`config.mk`:
```
export PLATFORM = sky130hd
export DESIGN_NAME = pskip_top
export DESIGN_NICKNAME = d
export VERILOG_FILES = /design/src/rtl/pskip_pkg.sv /design/src/rtl/pskip_depth_sel.sv /design/src/rtl/pskip_window.sv /design/src/rtl/pskip_accum.sv /design/src/rtl/pskip_top.sv
export SDC_FILE = /design/constraint.sdc
export NUM_CORES = 1
export LEC_CHECK = 0
export ABC_AREA = 1
export BUFFER_PORTS_ARGS = -buffer_cell sky130_fd_sc_hd__buf_2
export CORE_ASPECT_RATIO = 0.6
export CORE_MARGIN = 3
export CORE_UTILIZATION = 40
export CTS_CLUSTER_SIZE = 8
export DETAILED_ROUTE_END_ITERATION = 12
export PLACE_DENSITY_LB_ADDON = 0.2
export SLEW_MARGIN = 20
export SYNTH_ARGS = -nofsm -noshare
export SYNTH_HDL_FRONTEND = slang
export SYNTH_SLANG_ARGS = --single-unit
```
`constraint.sdc`:
```
create_clock -name clk -period 6 [get_ports clk]
set_input_delay 1.8 -clock clk [delete_from_list [all_inputs] [get_ports clk]]
set_output_delay 1.8 -clock clk [all_outputs]
set_load 0.02 [all_outputs]
```
`src/rtl/pskip_pkg.sv`:
```
package pskip_pkg;

    typedef enum logic [1:0] {
        ST_FULL = 2'd0,
        ST_SKIP = 2'd1,
        ST_STOP = 2'd2
    } pskip_state_e;

    typedef enum logic {
        SRC_PCT = 1'b0,
        SRC_LVL = 1'b1
    } pskip_src_e;

endpackage

```
`src/rtl/pskip_depth_sel.sv`:
```
module pskip_depth_sel
    import pskip_pkg::*;
#(
    parameter int unsigned WIN_LEN = 100,
    parameter int unsigned DEPTH_W = $clog2(WIN_LEN + 1),
    parameter int unsigned LVL1_PCT = 50,
    parameter int unsigned LVL2_PCT = 75,
    parameter int unsigned LVL3_PCT = 85
) (
    input  logic               mode_i,
    input  logic [DEPTH_W-1:0] pct_i,
    input  logic [1:0]         lvl_i,
    output logic [DEPTH_W-1:0] depth_o
);

    localparam int unsigned NUM_LVL = 4;
    localparam int unsigned LVL_PCT [NUM_LVL] = '{0, LVL1_PCT, LVL2_PCT, LVL3_PCT};

    logic [NUM_LVL-1:0][DEPTH_W-1:0] lvl_lut;
    logic [DEPTH_W-1:0]              pct_sat;

    for (genvar g = 0; g < NUM_LVL; g++) begin : g_lut
        localparam int unsigned CLIPPED = (LVL_PCT[g] > WIN_LEN) ? WIN_LEN : LVL_PCT[g];
        assign lvl_lut[g] = DEPTH_W'(CLIPPED);
    end

    always_comb begin
        if (pct_i > DEPTH_W'(WIN_LEN)) begin
            pct_sat = DEPTH_W'(WIN_LEN);
        end else begin
            pct_sat = pct_i;
        end
    end

    always_comb begin
        unique case (pskip_src_e'(mode_i))
            SRC_PCT: depth_o = pct_sat;
            SRC_LVL: depth_o = lvl_lut[lvl_i];
            default: depth_o = '0;
        endcase
    end

endmodule

```
`src/rtl/pskip_window.sv`:
```
module pskip_window #(
    parameter int unsigned WIN_LEN = 100,
    parameter int unsigned PH_W = $clog2(WIN_LEN)
) (
    input  logic            clk,
    input  logic            rst_n,
    output logic [PH_W-1:0] phase_o,
    output logic            last_o
);

    logic [PH_W-1:0] phase_q;

    assign last_o  = (phase_q == PH_W'(WIN_LEN - 1));
    assign phase_o = phase_q;

    always_ff @(posedge clk) begin
        if (!rst_n) begin
            phase_q <= '0;
        end else if (last_o) begin
            phase_q <= '0;
        end else begin
            phase_q <= phase_q + 1'b1;
        end
    end

endmodule

```
`src/rtl/pskip_accum.sv`:
```
module pskip_accum #(
    parameter int unsigned WIN_LEN = 100,
    parameter int unsigned DEPTH_W = $clog2(WIN_LEN + 1)
) (
    input  logic               clk,
    input  logic               rst_n,
    input  logic               restart_i,
    input  logic [DEPTH_W-1:0] keep_i,
    output logic               hit_o
);

    localparam int unsigned SUM_W = DEPTH_W + 1;

    logic [DEPTH_W-1:0] acc_q;
    logic [SUM_W-1:0]   sum;
    logic [SUM_W-1:0]   rem;

    assign sum   = {1'b0, acc_q} + {1'b0, keep_i};
    assign hit_o = (sum >= SUM_W'(WIN_LEN));
    assign rem   = hit_o ? (sum - SUM_W'(WIN_LEN)) : sum;

    always_ff @(posedge clk) begin
        if (!rst_n) begin
            acc_q <= '0;
        end else if (restart_i) begin
            acc_q <= '0;
        end else begin
            acc_q <= rem[DEPTH_W-1:0];
        end
    end

endmodule

```
`src/rtl/pskip_top.sv`:
```
module pskip_top
    import pskip_pkg::*;
#(
    parameter int unsigned WIN_LEN = 100,
    parameter int unsigned DEPTH_W = $clog2(WIN_LEN + 1),
    parameter int unsigned LVL1_PCT = 50,
    parameter int unsigned LVL2_PCT = 75,
    parameter int unsigned LVL3_PCT = 85
) (
    input  logic               clk,
    input  logic               rst_n,
    input  logic               mode_i,
    input  logic [DEPTH_W-1:0] pct_i,
    input  logic [1:0]         lvl_i,
    output logic               clk_en_o,
    output logic [DEPTH_W-1:0] depth_o
);

    localparam int unsigned PH_W = $clog2(WIN_LEN);

    pskip_state_e       state_q;
    pskip_state_e       state_nxt;
    logic [DEPTH_W-1:0] depth_q;
    logic [DEPTH_W-1:0] depth_req;
    logic [DEPTH_W-1:0] keep;
    logic [PH_W-1:0]    phase;
    logic               win_last;
    logic               acc_hit;

    pskip_depth_sel #(
        .WIN_LEN (WIN_LEN),
        .DEPTH_W (DEPTH_W),
        .LVL1_PCT(LVL1_PCT),
        .LVL2_PCT(LVL2_PCT),
        .LVL3_PCT(LVL3_PCT)
    ) u_sel (
        .mode_i (mode_i),
        .pct_i  (pct_i),
        .lvl_i  (lvl_i),
        .depth_o(depth_req)
    );

    pskip_window #(
        .WIN_LEN(WIN_LEN),
        .PH_W   (PH_W)
    ) u_win (
        .clk    (clk),
        .rst_n  (rst_n),
        .phase_o(phase),
        .last_o (win_last)
    );

    assign keep = DEPTH_W'(WIN_LEN) - depth_q;

    pskip_accum #(
        .WIN_LEN(WIN_LEN),
        .DEPTH_W(DEPTH_W)
    ) u_acc (
        .clk      (clk),
        .rst_n    (rst_n),
        .restart_i(win_last),
        .keep_i   (keep),
        .hit_o    (acc_hit)
    );

    // Next window mode, chosen from the requested depth
    always_comb begin
        if (depth_req == '0) begin
            state_nxt = ST_FULL;
        end else if (depth_req == DEPTH_W'(WIN_LEN)) begin
            state_nxt = ST_STOP;
        end else begin
            state_nxt = ST_SKIP;
        end
    end

    // State register: updated only at the window boundary
    always_ff @(posedge clk) begin
        if (!rst_n) begin
            state_q <= ST_FULL;
            depth_q <= '0;
        end else if (win_last) begin
            state_q <= state_nxt;
            depth_q <= depth_req;
        end
    end

    // Outputs
    always_comb begin
        unique case (state_q)
            ST_FULL: clk_en_o = 1'b1;
            ST_SKIP: clk_en_o = acc_hit;
            ST_STOP: clk_en_o = 1'b0;
            default: clk_en_o = 1'b0;
        endcase
        depth_o = depth_q;
    end

    logic unused_phase;
    assign unused_phase = ^phase;

endmodule

```
==> results of run 1 <==
-- power by group through the flow --
stage / clock network [µW] / registers (µW) / logic (µW)
after global routing: 112 / 156 / 26.9
after detailed placement: 0 / 159 / 22.8
after global placement: 0 / 160 / 22.9
final: 103 / 156 / 23.0
after floorplan: 0 / 159 / 15.3
after CTS: 105 / 156 / 22.9
-- layout make-up --
| type | instances | area, µm² | share of cell area [%] |
|---|---|---|---|
| Clock buffer | 3 | 41.3 | 2.17 |
| Sequential cell | 23 | 460 | 24.2 |
| Multi-Input combinational cell | 170 | 1060 | 55.5 |
| Timing Repair Buffer | 19 | 95.1 | 4.99 |
| Inverter | 46 | 173 | 9.07 |
| Clock inverter | 1 | 7.51 | 0.394 |
| Tap cell | 57 | 71.3 | 3.75 |
-- cell families after synthesis --
group	Yosys count
flip-flops	23
AO/OA/AOI/OAI	30
buffers and inverters	48
adder cells (fa/ha/maj)	16
XOR/XNOR	6
AND/OR/NAND/NOR	118
-- cell usage after synthesis --
master and count:
nand2_4 4, nand3b_1 1, inv_1 42, a21oi_2 4
nor2_1 18, nor3_2 1, nand2_2 8, clkinv_1 2
a31oi_1 2, nand4_1 4, or2_4 1, nor3_1 2
o22ai_1 6, o21a_1 1, o21ai_0 4, nand3_4 2
fa_1 1, buf_4 1, nor2_2 3, a21oi_4 1
a21oi_1 11, nand2_1 50, nand3_1 19, xnor2_1 1
ha_1 15, buf_2 1, or2_2 1, dfxtp_1 23
o21ai_1 1, inv_2 2, nand3_2 4, xor2_1 5
-- state kept, by name, indices dropped and copies added (netlist names) --
name,count
u_win.phase_o,7
u_acc.acc_q,7
depth_o,7
state_q,2
-- layer usage --
| metal | part of all wire (%) | vias up | wire length, µm |
|---|---|---|---|
| li1 | - | 813 | - |
| met1 | 61 | 631 | 2210 |
| met2 | 32 | 26 | 1180 |
| met3 | 6.6 | 2 | 241 |
| met4 | 0.52 | 0 | 19 |
| met5 | 0 | - | 0 |
-- path summary, 6_finish.rpt --
kind                                              start                         to  slack [ps]  cells past startpoint
worst max-delay path            depth_o[0]$_SDFFE_PN0P_                   clk_en_o        1220                     16
worst min-delay path            state_q[0]$_SDFFE_PN0P_    state_q[0]$_SDFFE_PN0P_         480                      2
worst max register to register  depth_o[0]$_SDFFE_PN0P_  u_acc.acc_q[5]$_SDFF_PP0_        3260                     12
worst min register to register  state_q[0]$_SDFFE_PN0P_    state_q[0]$_SDFFE_PN0P_         480                      2
-- through the flow --
stage	std cells	setup WS (ps)
floorplan	241	1620
global placement	315	1620
detailed placement	315	1520
CTS	319	1210
global route	319	968
finish	319	1220
-- worst max-delay path: stages (launching register included) --
cell and delay, ps:
dfxtp_1 390, inv_1 80, ha_1 200, or2_2 320
nand2_1 70, ha_1 270, a21oi_1 200, nand3b_1 90
nand2_1 150, ha_1 180, nand3_1 120, nand3_4 110
nand3_4 100, nand2_4 100, inv_2 50, a21oi_2 100
buf_2 160
==> impl_results.md, run 1 <==
* Final Core Density at about 49%
* Final #Nets at between 200 and 300
* Synth Warn # at 0
* P_leak at 0.000951 µW
* RSZ-0062 raised after global routing: no
* Worst-Skew Late Latency at 270 ps
* Fill count at 404
* Core box area at around 3900 µm²
* Worst-path clk slew at around 90 ps
* Fmax at approximately 210 MHz
* # rows at 17
* CTS Root Buffer Type: clkbuf_8
* DPL Wire Length at a little under 3 mm
* Layout cell share with drive strength beyond 1 at between 20% and 30%
* Routed wire per std cell at about 11 µm
* DR iter-0 viols at 62
* Startpoint types: register
* Met1 usage in global routing at between 20% and 30%
* Syn_area_per_cell at between 7 and 8 µm²
* Clk_skew at ~2.7 ps
* M3 GR Usage at under 10%
* Initial core utilization at between 40% and 50%
* CP Class: register to output port
* Drt drc at 0
* Minimum hold slack at approximately 480 ps
* Final setup viols at 0
* CP Capture Type: output port
* Synth Area in Compound Gates at 11.1%
* Power share of the combinational group at 8.1%
* Final min period at roughly 4800 ps
* Net Sw Frac at 25.7%
* CTS buffer count at 3
* # IOs at 20
* Max-cap violations at 0
* WL final at 3.65 mm
* Simple-Gate Fraction of Synth Area at 35.7%
* Number of global-route vias before repair at 1298
* Final Cycle Share at between 70% and 80%
* Setup TNS at 0 ps
* Syn-to-layout area delta at 11.9%
* Clk buf depth at 2
* Busiest grt layer: met1
* GRT Util Overall at 15.3%
* Vias per inst at 4.61
* Drt first pass iters at 4
* Tot Pwr at about 280 µW
* Die X-Extent at 90.2 µm
* Most frequent cells in the layout: nand2_1 (50), inv_1 (42), dfxtp_1 (23), nand3_1 (19), buf_2 (19)
* Pins Over Slew Limit at 0
* Initial antenna violation count at 0
* Largest net degree at the start of global routing at 21
* Post-DRT Antenna Nets at 0
* Yosys cell types at 32
* Status: finished, final reports clean
* First-pass GRT wire length at 6.26 mm
* CTS Sinks at 23
* Post-Syn Nets at approximately 270
* NetSw at 72.4 µW
* Share of total power in the clock network at 36.6%
* Vias at about 1.5k
* CTS tree: yes
* Worst Path Required at about 4200 ps
* IO Port Bufs at 19
* Power per cell area at about 150 nW/µm²
* Sequential share of the synthesized area at around 27%
* N_diodes at 0
* Area contributors post-synth: dfxtp_1 (27%), ha_1 (11%), nand2_1 (11%)
* VDD IR max at 85.7 µV
* H-tree Lvls at 1
* XOR/XNOR share of the synthesized area at 3.09%
* Worst-Margin Slew at 731 ps
* Final instance area at 1900 µm²
* Netlist Area Pre-Place at 1700 µm²
* Post-synth top area cell: dfxtp_1
* Dpl cell area at roughly 1900 µm²
* Min-delay worst type: register to register
* Number of synthesized register bits at 23
* Post-synthesis mux area share at 0%
* Internal power at approximately 210 µW
* Cts repair resizes at 0
* Most common cell after layout, fill and taps aside: nand2_1
* Hold bufs inserted after CTS at 0
* Die area at between 5000 and 6000 µm²
* Max_slew headroom at about half
* Placer Congestion at between 0.8 and 0.9
* Worst-path maximum fanout at 5
* Share of power burned in registers at roughly 55%
* Largest family of logic cells by synthesized area: simple AND/OR/NAND/NOR gates
* Yosys top cell area share at between 20% and 30%
* Final Hold Fails at 0
* Die height at approximately 57 µm
* Data arrival, critical path at ~3000 ps
* Post-synthesis cell count at 241
* Routing usage on met2 at 17.6%
* Total congestion overflow at 0
* Post-CTS Setup Inserts at 0
* Adder-Cell Fraction of Synth Area at approximately 12%
No activity file was read; power rests on OpenSTA's default activity.
==> inputs of run 2 (changes only) <==
Clock period 6 ns to 4.11 ns, I/O delays scaled along.
==> run 2 against run 1 <==
  * Clock power is 41% higher
  * Non-clock buffer count is 7 higher
  * Die area stayed put
  * Clock-buffer cell count stayed put
==> impl_results.md, run 2 (synthesis gave the netlist of run 1 again) <==
* Status: finished, final reports clean
* Data arrival, critical path at ~2800 ps
* Most common cell after layout, fill and taps aside: nand2_1
* R2r worst-path depth at 12
* Final min period at 3980 ps
* Startpoint types: register
* CTS tree: yes
* CP Capture Type: output port
* Endpoint, Worst Hold: state_q[0]$_SDFFE_PN0P_
* Worst-path clk slew at 90 ps
* Final Hold Fails at 0
* Max-cap violations at 0
* R2R Path Start: depth_o[0]$_SDFFE_PN0P_
* Final Core Density at a little over half
* IO Port Bufs at 19
* Total congestion overflow at 0
* Die height at around 57 µm
* Reg-to-reg setup timing slack at around 1500 ps
* Number of placed instances, taps included at 315
* Worst-Margin Slew at about 770 ps
* Die area at approximately 5100 µm²
* VDD IR max at about 160 µV
* Minimum hold slack at 476 ps
* FF+latch area at 463 µm²
* Critical path launch point: depth_o[0]$_SDFFE_PN0P_
* Placer Congestion at 0.821
* Worst-Skew Late Latency at around 270 ps
* Hold wc startpoint: state_q[0]$_SDFFE_PN0P_
* WHS Path Cells at 2
* DPL Wire Length at 3.00 mm
* Final setup viols at 0
* Vias per inst at 4.68
* Vias at roughly 1.5k
* Initial core utilization at around 44%
* Number of global-route vias before repair at 1310
* Routed wire per std cell at about 12 µm
* Most frequent cells in the layout: nand2_1 (47), inv_1 (41), dfxtp_1 (21)
* Worst R2R End: u_acc.acc_q[5]$_SDFF_PP0_
* Clk_skew at 3.71 ps
* Worst Path Required at roughly 2900 ps
* Power per cell area at ~200 nW/µm²
* CTS Sinks at 23
* Syn-to-layout area delta at 20.7%
* Fmax at roughly 250 MHz
* Final #Nets at 298
* Multi-input logic area at around 1100 µm²
* N_diodes at 0
* Final Cycle Share at between 90% and 100%
* Drt drc at 0
* CTS buffer count at 3
* # rows at 17
* Min-delay worst type: register to register
* Pins Over Slew Limit at 0
* Core box area at 3870 µm²
* Setup TNS at 0 ps
* # IOs at 20
* Initial antenna violation count at 0
* P_leak at just under 0.001 µW
* First-pass GRT wire length at just over 6 mm
* WL final at slightly below 4 mm
* Die X-Extent at ~90 µm
* H-tree Lvls at 1
* Max_slew headroom at around half
* Drt first pass iters at 4
* Worst-path maximum fanout at 5
* Clk buf depth at 2
* Final Instance Count excl. Fillers at 326
* Largest net degree at the start of global routing at 21
* CP Class: register to output port
* GRT Util Overall at 15.1%
* Hold bufs inserted after CTS at 0
* Layout cell share with drive strength beyond 1 at about 28%
* CTS Root Buffer Type: clkbuf_8
* DR iter-0 viols at between 100 and 150
* Fill count at between 400 and 500
* Post-DRT Antenna Nets at 0
==> run 2: changes by cell type in the layout (fill, tap and decap cells not counted), sizes merged <==
cell    previous run  this run
clkinv             2         1
inv               44        45
buf               19        26
==> run 2: power by group <==
part / internal, µW / switching, µW / total [µW] / leakage, µW
clock network: 68.6 / 76.9 / 145 / 0.0000217
logic: 12.1 / 21.8 / 33.9 / 0.000785
registers: 225 / 2.65 / 228 / 0.000187
total: 306 / 101 / 407 / 0.000994
==> run 2: metal layers <==
| metal | global-route usage, % | vias up | part of all wire [%] |
|---|---|---|---|
| met1 | 24.7 | 672 | 59 |
| met3 | 5.09 | 2 | 5.4 |
| met5 | 0 | - | 0 |
| li1 | - | 827 | - |
| met4 | 2.61 | 0 | 0.73 |
| met2 | 18.2 | 24 | 35 |
==> run 2: worst max-delay path by stage <==
stage / to / slack (ps) / cells past startpoint
finish: clk_en_o / 130 / 16
global route: clk_en_o / -30 / 17
CTS: clk_en_o / 0.9 / 14
detailed placement: clk_en_o / 210 / 16
global placement: clk_en_o / 300 / 16
floorplan: clk_en_o / 290 / 15
==> run 2: worst max-delay path, cell delays in order, from the launching register on <==
cell and delay, ps:
dfxtp_2 360, inv_1 70, ha_2 330, inv_1 50, fa_1 420, inv_1 100
nand2_1 120, nand2_2 120, inv_1 70, ha_1 180, nand3_1 120, nand3_4 90
nand3_4 110, nand2_4 80, inv_2 80, a21oi_2 50, buf_4 150
==> run 2: layout make-up <==
type | count | share of cell area [%]
inverters | 46 | 8.41
multi-input cells | 170 | 55.9
clock inverters | 1 | 0.366
flip-flops and latches | 23 | 22.5
repair buffers | 26 | 7.31
clock buffers | 3 | 2.01
well taps | 57 | 3.47
==> run 2: what timing repair did <==
item,in CTS,in global routing
gates resized for setup,4,17
pin swaps,1,6
setup buffers,1,6
endpoints found under the setup margin,1,1
==> run 2: metrics by stage <==
stage               area [µm²]  worst slack, ps  total power, µW
floorplan                 1700              295              255
global placement          1860              296              266
detailed placement        1860              206              266
CTS                       1920            0.902              411
global route              2050            -30.4              431
finish                    2050              127              407
